===== config.mk =====
export PLATFORM = sky130hd
export DESIGN_NAME = ssp_regfront
export DESIGN_NICKNAME = d
export VERILOG_FILES = /design/src/rtl/ssp_pkg.sv /design/src/rtl/ssp_fifo.sv /design/src/rtl/ssp_status.sv /design/src/rtl/ssp_regfront.sv
export SDC_FILE = /design/constraint.sdc
export NUM_CORES = 1
export LEC_CHECK = 0
export ABC_AREA = 1
export ABC_CLOCK_PERIOD_IN_PS = 2900
export BUFFER_PORTS_ARGS = -buffer_cell sky130_fd_sc_hd__buf_2
export CELL_PAD_IN_SITES_DETAIL_PLACEMENT = 0
export CELL_PAD_IN_SITES_GLOBAL_PLACEMENT = 1
export CORE_MARGIN = 1.5
export CORE_UTILIZATION = 34
export CTS_CLUSTER_DIAMETER = 100
export DETAILED_ROUTE_END_ITERATION = 6
export GPL_ROUTABILITY_DRIVEN = 0
export PLACE_DENSITY = 0.62
export SLEW_MARGIN = 30
export SYNTH_ARGS = -nofsm -noshare
export SYNTH_HDL_FRONTEND = slang
export SYNTH_SLANG_ARGS = --single-unit

===== constraint.sdc =====
create_clock -name clk -period 2.9 [get_ports clk]
set_clock_uncertainty 0.15 [all_clocks]
set_input_delay 0.145 -clock clk [delete_from_list [all_inputs] [get_ports clk]]
set_output_delay 0.145 -clock clk [all_outputs]
set_load 0.005 [all_outputs]

===== src/rtl/ssp_pkg.sv =====
package ssp_pkg;

    typedef enum logic [3:0] {
        SEL_NONE,
        SEL_CTRL0,
        SEL_CTRL1,
        SEL_DATA,
        SEL_STAT,
        SEL_PRESC,
        SEL_MASK,
        SEL_RAW,
        SEL_MSK,
        SEL_DMA,
        SEL_IDENT
    } reg_sel_e;

    localparam int WORD_W     = 10;
    localparam logic [WORD_W-1:0] IDENT_BASE = 10'h3F8;

    function automatic logic [7:0] ident_byte(input logic [2:0] idx);
        logic [7:0] b;
        unique case (idx)
            3'd0: b = 8'h22;
            3'd1: b = 8'h10;
            3'd2: b = 8'h04;
            3'd3: b = 8'h00;
            3'd4: b = 8'h0D;
            3'd5: b = 8'hF0;
            3'd6: b = 8'h05;
            default: b = 8'hB1;
        endcase
        return b;
    endfunction

endpackage


===== src/rtl/ssp_fifo.sv =====
module ssp_fifo #(
    parameter int DEPTH = 8,
    parameter int W     = 16,
    localparam int PTR_W = $clog2(DEPTH),
    localparam int CNT_W = PTR_W + 1
) (
    input  logic             clk,
    input  logic             rst_n,
    input  logic             push,
    input  logic [W-1:0]     push_data,
    input  logic             pop,
    output logic [W-1:0]     head,
    output logic             empty,
    output logic             full,
    output logic [CNT_W-1:0] count
);
    logic [W-1:0]     mem_q [DEPTH];
    logic [PTR_W-1:0] wptr_q, rptr_q;
    logic [CNT_W-1:0] cnt_q;
    logic             do_push, do_pop;

    assign empty   = (cnt_q == '0);
    assign full    = (cnt_q == CNT_W'(DEPTH));
    assign do_push = push && !full;
    assign do_pop  = pop && !empty;
    assign head    = mem_q[rptr_q];
    assign count   = cnt_q;

    always_ff @(posedge clk or negedge rst_n) begin
        if (!rst_n) begin
            wptr_q <= '0;
            rptr_q <= '0;
            cnt_q  <= '0;
        end else begin
            if (do_push) wptr_q <= (wptr_q == PTR_W'(DEPTH - 1)) ? '0 : wptr_q + 1'b1;
            if (do_pop)  rptr_q <= (rptr_q == PTR_W'(DEPTH - 1)) ? '0 : rptr_q + 1'b1;
            unique case ({do_push, do_pop})
                2'b10:   cnt_q <= cnt_q + 1'b1;
                2'b01:   cnt_q <= cnt_q - 1'b1;
                default: cnt_q <= cnt_q;
            endcase
        end
    end

    always_ff @(posedge clk) begin
        if (do_push) mem_q[wptr_q] <= push_data;
    end

    AST_FIFO_BOUND: assert property (@(posedge clk) disable iff (!rst_n)
        cnt_q <= CNT_W'(DEPTH));
    AST_FULL_PUSH_HOLDS: assert property (@(posedge clk) disable iff (!rst_n)
        (full && push && !pop) |=> (cnt_q == CNT_W'(DEPTH)));
    AST_EMPTY_POP_HOLDS: assert property (@(posedge clk) disable iff (!rst_n)
        (empty && pop && !push) |=> (cnt_q == '0));
    AST_PUSH_POP_LEVEL: assert property (@(posedge clk) disable iff (!rst_n)
        (push && pop && !full && !empty) |=> $stable(cnt_q));

endmodule


===== src/rtl/ssp_status.sv =====
module ssp_status #(
    parameter int DEPTH  = 8,
    parameter int RX_LVL = DEPTH / 2,
    parameter int TX_LVL = DEPTH / 2,
    localparam int CNT_W = $clog2(DEPTH) + 1
) (
    input  logic [CNT_W-1:0] tx_count,
    input  logic [CNT_W-1:0] rx_count,
    input  logic [3:0]       mask,
    output logic [4:0]       stat,
    output logic [3:0]       raw,
    output logic [3:0]       masked,
    output logic             irq
);
    always_comb begin
        stat[0] = (tx_count == '0);
        stat[1] = (tx_count != CNT_W'(DEPTH));
        stat[2] = (rx_count != '0);
        stat[3] = (rx_count == CNT_W'(DEPTH));
        stat[4] = (tx_count != '0);
        raw     = '0;
        raw[2]  = (rx_count >= CNT_W'(RX_LVL));
        raw[3]  = (tx_count <= CNT_W'(TX_LVL));
        masked  = raw & mask;
        irq     = |masked;
    end
endmodule


===== src/rtl/ssp_regfront.sv =====
module ssp_regfront
    import ssp_pkg::*;
#(
    parameter int DATA_W = 16,
    parameter int DEPTH  = 8,
    localparam int FLD_W = $clog2(DATA_W),
    localparam int CNT_W = $clog2(DEPTH) + 1
) (
    input  logic              clk,
    input  logic              rst_n,
    input  logic              sel,
    input  logic              wr,
    input  logic [11:0]       addr,
    input  logic [DATA_W-1:0] wdata,
    output logic [DATA_W-1:0] rdata,
    output logic              bus_err,
    output logic              irq,
    output logic [3:0]        irq_raw,
    output logic [3:0]        irq_masked,
    output logic [DATA_W-1:0] ctrl0,
    output logic [3:0]        ctrl1,
    output logic [7:0]        prescale,
    output logic              tx_valid,
    output logic [DATA_W-1:0] tx_data,
    input  logic              tx_pop,
    input  logic              rx_push,
    input  logic [DATA_W-1:0] rx_data,
    output logic              rx_ready
);
    reg_sel_e           sel_e;
    logic [WORD_W-1:0]  word;
    logic [DATA_W-1:0]  ctrl0_q;
    logic [3:0]         ctrl1_q, mask_q;
    logic [7:0]         presc_q;
    logic               err_q;
    logic [DATA_W:0]    mask_wide;
    logic [DATA_W-1:0]  frame_mask;
    logic               tx_push, rx_pop;
    logic               tx_empty, tx_full, rx_empty, rx_full;
    logic [DATA_W-1:0]  rx_head;
    logic [CNT_W-1:0]   tx_count, rx_count;
    logic [4:0]         stat;

    assign word = addr[11:2];

    // address decode
    always_comb begin
        sel_e = SEL_NONE;
        if (addr[1:0] == 2'b00) begin
            unique case (word)
                10'd0:   sel_e = SEL_CTRL0;
                10'd1:   sel_e = SEL_CTRL1;
                10'd2:   sel_e = SEL_DATA;
                10'd3:   sel_e = SEL_STAT;
                10'd4:   sel_e = SEL_PRESC;
                10'd5:   sel_e = SEL_MASK;
                10'd6:   sel_e = SEL_RAW;
                10'd7:   sel_e = SEL_MSK;
                10'd8:   sel_e = SEL_DMA;
                default: sel_e = (word >= IDENT_BASE) ? SEL_IDENT : SEL_NONE;
            endcase
        end
    end

    always_comb begin
        mask_wide  = ((DATA_W+1)'(1) << (int'(ctrl0_q[FLD_W-1:0]) + 1)) - (DATA_W+1)'(1);
        frame_mask = mask_wide[DATA_W-1:0];
    end

    assign tx_push = sel && wr && (sel_e == SEL_DATA);
    assign rx_pop  = sel && !wr && (sel_e == SEL_DATA);

    // register state
    always_ff @(posedge clk or negedge rst_n) begin
        if (!rst_n) begin
            ctrl0_q <= '0;
            ctrl1_q <= '0;
            presc_q <= '0;
            mask_q  <= '0;
            err_q   <= 1'b0;
        end else begin
            err_q <= sel && (sel_e == SEL_NONE);
            if (sel && wr) begin
                unique case (sel_e)
                    SEL_CTRL0: ctrl0_q <= wdata;
                    SEL_CTRL1: ctrl1_q <= wdata[3:0];
                    SEL_PRESC: presc_q <= wdata[7:0];
                    SEL_MASK:  mask_q  <= wdata[3:0];
                    default:   ;
                endcase
            end
        end
    end

    ssp_fifo #(.DEPTH(DEPTH), .W(DATA_W)) u_tx_fifo (
        .clk(clk), .rst_n(rst_n),
        .push(tx_push), .push_data(wdata & frame_mask),
        .pop(tx_pop), .head(tx_data),
        .empty(tx_empty), .full(tx_full), .count(tx_count)
    );

    ssp_fifo #(.DEPTH(DEPTH), .W(DATA_W)) u_rx_fifo (
        .clk(clk), .rst_n(rst_n),
        .push(rx_push), .push_data(rx_data & frame_mask),
        .pop(rx_pop), .head(rx_head),
        .empty(rx_empty), .full(rx_full), .count(rx_count)
    );

    ssp_status #(.DEPTH(DEPTH)) u_status (
        .tx_count(tx_count), .rx_count(rx_count), .mask(mask_q),
        .stat(stat), .raw(irq_raw), .masked(irq_masked), .irq(irq)
    );

    // read mux
    always_comb begin
        rdata = '0;
        unique case (sel_e)
            SEL_CTRL0: rdata = ctrl0_q;
            SEL_CTRL1: rdata = DATA_W'(ctrl1_q);
            SEL_DATA:  rdata = rx_empty ? '0 : rx_head;
            SEL_STAT:  rdata = DATA_W'(stat);
            SEL_PRESC: rdata = DATA_W'(presc_q);
            SEL_MASK:  rdata = DATA_W'(mask_q);
            SEL_RAW:   rdata = DATA_W'(irq_raw);
            SEL_MSK:   rdata = DATA_W'(irq_masked);
            SEL_IDENT: rdata = DATA_W'(ident_byte(word[2:0]));
            default:   rdata = '0;
        endcase
    end

    assign bus_err  = err_q;
    assign ctrl0    = ctrl0_q;
    assign ctrl1    = ctrl1_q;
    assign prescale = presc_q;
    assign tx_valid = !tx_empty;
    assign rx_ready = !rx_full;

    AST_BUSY_TRACKS_TX: assert property (@(posedge clk) disable iff (!rst_n)
        stat[4] == tx_valid);
    AST_IRQ_NEEDS_MASK: assert property (@(posedge clk) disable iff (!rst_n)
        irq |-> (mask_q != 4'h0));
    AST_ERR_AFTER_BAD: assert property (@(posedge clk) disable iff (!rst_n)
        bus_err |-> $past(sel && (sel_e == SEL_NONE)));
    AST_DROP_FULL_WRITE: assert property (@(posedge clk) disable iff (!rst_n)
        (tx_push && tx_full && !tx_pop) |=> (tx_count == CNT_W'(DEPTH)));

endmodule


==> flow_metrics.tcl, run 1 <==
set metrics [dict create \
    cts_resized 0 \
    final_common_cell "nor2_1" \
    max_clock_freq_ghz 0.3677 \
    setup_slack_ns 0.1806 \
    worstMarginPinSlew_ns 0.7662 \
    synth-xor-area-share_pct 0.6941 \
    first_global_vias 9619 \
    post_route_cells_drive_above_1_share_pct 19.84 \
    muxShareOfSynthArea_pct 0 \
    fin_crit_ns 2.719 \
    syn_inst 1298 \
    drtIter0Drc 575 \
    cp.required_ns 3.18 \
    yosys.area_share.simple_pct 16.61 \
    vias 9889 \
    p_leak_nw 6.733 \
    worstSetupStartpointType "register" \
    overflow 0 \
    arrival_ns 3.00 \
    synth_top_family_by_area "simple AND/OR/NAND/NOR gates" \
    grt_first_pass_wirelength_mm 57.53 \
    reg2reg_depth 12 \
    ys_types 44 \
    ant_nets 0 \
    crit_chain "nor2_1 > inv_1 > nor3_1 > inv_1 > nand2_1 > inv_1 > ha_1 > xor2_1 > ha_1 > a21oi_1 > or2_2 > a31oi_1" \
    report.final.slew_viol_count 0 \
    r2r_start "u_tx_fifo.count[1]$_DFFE_PN0P_" \
    pwr_density_cell_nw_per_um2 728.8 \
    timing.final.crit_share_pct 93.77 \
    grt_max_degree 45 \
    drt-pass1-iter-count 5 \
    cts_tree "yes" \
    cp_max_fo 8 \
    rsz0062_at_grt "no" \
    status "finished, final reports clean" \
    fin_setup_tns_ns 0 \
    cts_sinks 309 \
    cts_buffer_depth 3 \
    nNetsFinal 1545 \
    postSynth.asyncResetShare_pct 17.15 \
    clk_latency_ns 0.51 \
    seq_area_frac_synth_pct 64.94 \
    rows 73 \
    ios 122 \
    antenna_found_initial 0 \
    final_cell_mix "297 x nor2_1, 256 x edfxtp_1, 152 x o21ai_0, 150 x nand2_1, 116 x buf_2" \
    slew-limit-headroom_pct 48.46 \
    detail_route.wl_per_cell_um 18.53 \
    clk_pin_slew_ns 0.06 \
    dieArea_um2 42040 \
    viasPerCell 4.867 \
    syn_avg_cell_area_um2 10.69 \
    diodes 0 \
    grt_use_total_pct 18.20 \
    path_common_cell "inv_1" \
    hpwlAfterDp_mm 24.93 \
    cts-htree-levels 2 \
    critical_path.max_stage_delay_ns 0.43 \
    slowest_stage "dfrtp_1" \
    synth_fa_ha_area_share_pct 1.352 \
    wirelength_mm 37.66 \
    worstSetupPathType "register to register" \
    hold_viol_final 0 \
    hp-class "primary input to asynchronous set/reset pin" \
    rr_endpoint "u_tx_fifo.count[2]$_DFFE_PN0P_" \
    vdd_drop_max_mv 0.3560 \
    setup_viol 0 \
    start_util_pct 34.69 \
    numCtsBuffers 35 \
    ys.flop_type "edfxtp_1" \
    fill_cells 3882 \
    endpoint_kind "register" \
    yosys_warnings 0 \
    hold_slack_ns 0.01199 \
    r2r_setup_slack_ns 0.18 \
    syn2layout_area_growth_pct 21.25 \
    fp.dieW_um 205.0 \
    synth_compound_area_share_pct 11.61 \
    ys_ff_latch 309 \
    cts-root-buf "clkbuf_16" \
    drc 0 \
    dpl_worst_slack_ns 0.09050 \
    port_buffers 117 \
    synth_edf_count 256 \
    startpoint "u_tx_fifo.count[1]$_DFFE_PN0P_" \
    max_cap_viol_count 0 \
    netlist_area_um2 13880 \
    core_area_um2 40010 \
    die_h_um 205.0 \
]
-- final cells by class --
class	instances	area (µm²)	area share, %
inverter	95	361.6	2.149
multi-input combinational	835	4219	25.07
clock buffer	48	965.9	5.740
tap	525	656.9	3.903
timing repair buffer	204	1416	8.416
sequential	309	9016	53.58
clock inverter	16	192.7	1.145
-- registers in the layout, indices dropped and copies added, names as in the netlist, 3 cells and up --
name              cells
u_tx_fifo.wptr_q      3
u_rx_fifo.count       4
u_tx_fifo.mem_q     128
u_rx_fifo.mem_q     128
mask_q                4
ctrl0                16
u_rx_fifo.wptr_q      3
ctrl1                 4
u_tx_fifo.rptr_q      3
u_rx_fifo.rptr_q      3
prescale              8
u_tx_fifo.count       4
-- routing by layer --
| metal | wire length [µm] | track usage [%] | vias to the layer above | part of all wire [%] |
|---|---|---|---|---|
| met5 | 0 | 0 | - | 0 |
| met4 | 823 | 5.083 | 0 | 2.2 |
| met3 | 1242 | 2.036 | 57 | 3.3 |
| met2 | 19010 | 31.54 | 164 | 50 |
| met1 | 16580 | 24.04 | 4823 | 44 |
| li1 | - | - | 4845 | - |
-- worst max-delay path: cells and delay by family (launching register included) --
family,cells,cell delay (ns)
and+or+nand+nor,4,0.90
adders and majority gates,2,0.47
AOI/OAI and AO/OA,2,0.18
DFF,1,0.43
buffers and inverters,3,0.29
xor gates and xnor gates,1,0.21
-- worst max path at each step --
stage | depth (start not counted) | end
floorplan | 19 | u_rx_fifo.count[2]$_DFFE_PN0P_
global placement | 19 | u_rx_fifo.count[2]$_DFFE_PN0P_
detailed placement | 15 | u_tx_fifo.count[2]$_DFFE_PN0P_
CTS | 9 | rdata[1]
global route | 12 | u_tx_fifo.count[2]$_DFFE_PN0P_
finish | 12 | u_tx_fifo.count[2]$_DFFE_PN0P_
-- cells in the mapped netlist, types with 2 or more instances --
cell	instances	area, µm²
nor2_1	297	1115
edfxtp_1	256	7687
o21ai_0	152	760.7
nand2_1	150	563.0
inv_1	84	315.3
dfrtp_1	53	1326
clkbuf_1	47	176.4
o22ai_1	33	206.5
nand3_1	30	150.1
o21ai_2	25	219.0
a31oi_1	20	125.1
a21oi_1	17	85.08
ha_1	15	187.7
nand4_1	14	87.58
nand2_2	9	56.30
inv_2	8	30.03
o211ai_2	8	100.1
o21ai_1	8	40.04
nor2_2	7	43.79
xor2_1	7	61.31
buf_4	5	37.54
buf_6	4	45.04
nand2_4	4	45.04
nor2_4	4	45.04
nor3_1	4	20.02
o221ai_1	4	35.03
xnor2_1	4	35.03
buf_2	3	15.01
nand3_4	3	52.55
nor2_8	3	60.06
buf_1	2	7.510
conb_1	2	7.510
inv_4	2	12.51
nand3_2	2	20.02
o211ai_1	2	15.01
or2_2	2	12.51
-- kinds of logic after synthesis --
kind of cell,count (synthesis)
AOI/OAI and AO/OA,272
other,2
DFF,309
buffers and inverters,157
adders and majority gates,15
xor gates and xnor gates,11
and+or+nand+nor,532
-- power by group --
group	switching, mW	total (mW)	internal, mW
Combinational	1.63	2.56	0.933
Clock	1.71	4.41	2.70
Sequential	0.152	5.29	5.14
Total	3.49	12.3	8.77
-- stage by stage --
stage	utilization, %	total power, mW	area, µm²	cells
2_1_floorplan	-	6.914	13890	1301
3_5_place_dp	38.29	7.974	15320	1933
4_1_cts	42.07	12.44	16830	2032
5_1_grt	42.07	12.96	16830	2032
6_report	42.07	12.26	16830	2032
3_3_place_gp	38.29	7.940	15320	1933
-- timing repair --
action | in CTS | in global routing
endpoints found under the setup margin | 0 | 0
setup buffers | 0 | 0
hold buffers | 35 | 0
hold endpoints to repair | 222 | 0
No activity file was read; power rests on OpenSTA's default activity.
==> run 2: changes to the inputs <==
--- a/config.mk
+++ b/config.mk
@@ -10,6 +10,7 @@
 export BUFFER_PORTS_ARGS = -buffer_cell sky130_fd_sc_hd__buf_2
 export CELL_PAD_IN_SITES_DETAIL_PLACEMENT = 0
 export CELL_PAD_IN_SITES_GLOBAL_PLACEMENT = 1
+export CORE_ASPECT_RATIO = 1.4
 export CORE_MARGIN = 1.5
 export CORE_UTILIZATION = 34
 export CTS_CLUSTER_DIAMETER = 100
==> flow_metrics.tcl, run 2 (synthesized netlist as in run 1, its figures left out) <==
set metrics [dict create \
    postCtsSetupBuffers 0 \
    cts_tree "yes" \
    max_clock_freq_ghz 0.3717 \
    drtIter0Drc 501 \
    worstSetupStartpointType "register" \
    report.final.slew_viol_count 0 \
    grt_first_pass_wirelength_mm 57.84 \
    grt_use_total_pct 18.00 \
    ios 122 \
    post_route_cells_drive_above_1_share_pct 19.55 \
    detail_route.wl_per_cell_um 18.61 \
    timing.final.crit_share_pct 92.78 \
    status "finished, final reports clean" \
    final_common_cell "nor2_1" \
    slew-limit-headroom_pct 48.10 \
    fin_setup_tns_ns 0 \
    cp.required_ns 2.61 \
    cp_max_fo 15 \
    worstMarginPinSlew_ns 0.7785 \
    setup_viol 0 \
    worstSetupPathType "register to output pin" \
    max_cap_viol_count 0 \
    hpwlAfterDp_mm 25.29 \
    instances_no_fill 2033 \
    syn2layout_area_growth_pct 20.89 \
    nNetsFinal 1541 \
    viasPerCell 4.816 \
    r2r_start "u_tx_fifo.count[1]$_DFFE_PN0P_" \
    rsz0062_at_grt "no" \
    fill_cells 3893 \
    slowest_stage "inv_1" \
    drt-pass1-iter-count 5 \
    critical_path.max_stage_delay_ns 0.42 \
    overflow 0 \
    ant_nets 0 \
    cts_buffer_depth 3 \
    antenna_found_initial 0 \
    crit_chain "inv_1 > o21ai_0 > o22ai_1 > nor2_1 > a31oi_1 > nand2_1 > nand3_1 > buf_2" \
    p_leak_nw 6.685 \
    startpoint "u_rx_fifo.rptr_q[1]$_DFFE_PN0P_" \
    final_cell_mix "297 x nor2_1, 256 x edfxtp_1, 152 x o21ai_0, 150 x nand2_1, 117 x buf_2" \
    core_area_um2 40280 \
    vdd_drop_max_mv 0.4319 \
    clk_latency_ns 0.57 \
    die_h_um 242.1 \
    drc 0 \
    numCtsBuffers 30 \
    first_global_vias 9985 \
    cts-root-buf "clkbuf_16" \
    fp.dieW_um 173.8 \
    endpoint_kind "output pin" \
    port_buffers 117 \
    rows 87 \
    arrival_ns 2.40 \
    start_util_pct 34.46 \
    pwr_density_cell_nw_per_um2 720.5 \
    dieArea_um2 42060 \
    cts_sinks 309 \
    clk_pin_slew_ns 0.07 \
    dpl_worst_slack_ns 0.1524 \
    setup_slack_ns 0.2093 \
    diodes 0 \
    cts-htree-levels 1 \
    dpl.cell_count 1940 \
    wirelength_mm 37.84 \
    fin_crit_ns 2.691 \
    vias 9791 \
    hp-class "primary input to asynchronous set/reset pin" \
    grt_max_degree 54 \
    hold_viol_final 0 \
]
-- run 2: changes by cell type in the layout (fill, tap and decap cells not counted), sizes merged --
cell         before  now
buf             169  167
bufinv            4    8
clkbuf           48   35
clkinvlp          1    2
dlygate4sd3      35   38
inv              95   94
-- run 2: what timing repair did --
item / in CTS / in global routing
resized for setup: 0 / 1
endpoints found under the setup margin: 0 / 1
hold buffers: 38 / 0
endpoints found under the hold margin: 294 / 0
-- run 2: final cells by class --
type / count / area [µm²] / share of cell area (%)
clock buffer: 35 / 769.5 / 4.586
clock inverter: 20 / 310.3 / 1.849
inverter: 95 / 361.6 / 2.155
multi-input combinational: 835 / 4224 / 25.18
sequential: 309 / 9016 / 53.74
tap: 534 / 668.1 / 3.982
timing repair buffer: 205 / 1429 / 8.516
-- run 2: final timing paths --
path,to,slack (ns),cells after the start
max,rdata[0],0.21,8
min,u_rx_fifo.count[0]$_DFFE_PN0P_,0.11,3
max reg2reg,u_tx_fifo.count[2]$_DFFE_PN0P_,0.38,12
min reg2reg,u_rx_fifo.count[3]$_DFFE_PN0P_,0.35,1
max in group asynchronous,u_rx_fifo.rptr_q[0]$_DFFE_PN0P_,1.91,3
min in group clk,u_tx_fifo.wptr_q[0]$_DFFE_PN0P_,0.15,8
-- run 2: worst max-delay path, delay by kind of cell (launching register included) --
family | cells | cell delay (ns)
AO/OA/AOI/OAI | 3 | 0.54
buffers and inverters | 2 | 0.56
flip-flops | 1 | 0.38
AND/OR/NAND/NOR | 3 | 0.34
-- run 2: through the flow --
stage | util [%] | power (mW) | hold slack [ns] | cell area (µm²)
2_1_floorplan | - | 6.914 | -0.3006 | 13890
3_3_place_gp | 38.02 | 7.913 | 0.2155 | 15310
3_5_place_dp | 38.02 | 7.932 | 0.2097 | 15310
4_1_cts | 41.65 | 12.24 | 0.1314 | 16770
5_1_grt | 41.66 | 12.70 | 0.1914 | 16780
6_report | 41.66 | 12.09 | 0.1080 | 16780
-- run 2: routing by layer --
layer / global-route usage, % / up-vias / part of all wire, %
met4: 6.339 / 0 / 3.1
li1: - / 4819 / -
met5: 0 / - / 0
met1: 21.04 / 4743 / 41
met2: 33.86 / 166 / 53
met3: 1.820 / 63 / 2.7
-- run 2: where the power goes --
| part | internal [mW] | switching [mW] | leakage [nW] |
|---|---|---|---|
| Combinational | 0.912 | 1.59 | 3.07 |
| Clock | 2.61 | 1.67 | 0.519 |
| Sequential | 5.14 | 0.176 | 3.09 |
| Total | 8.65 | 3.43 | 6.68 |
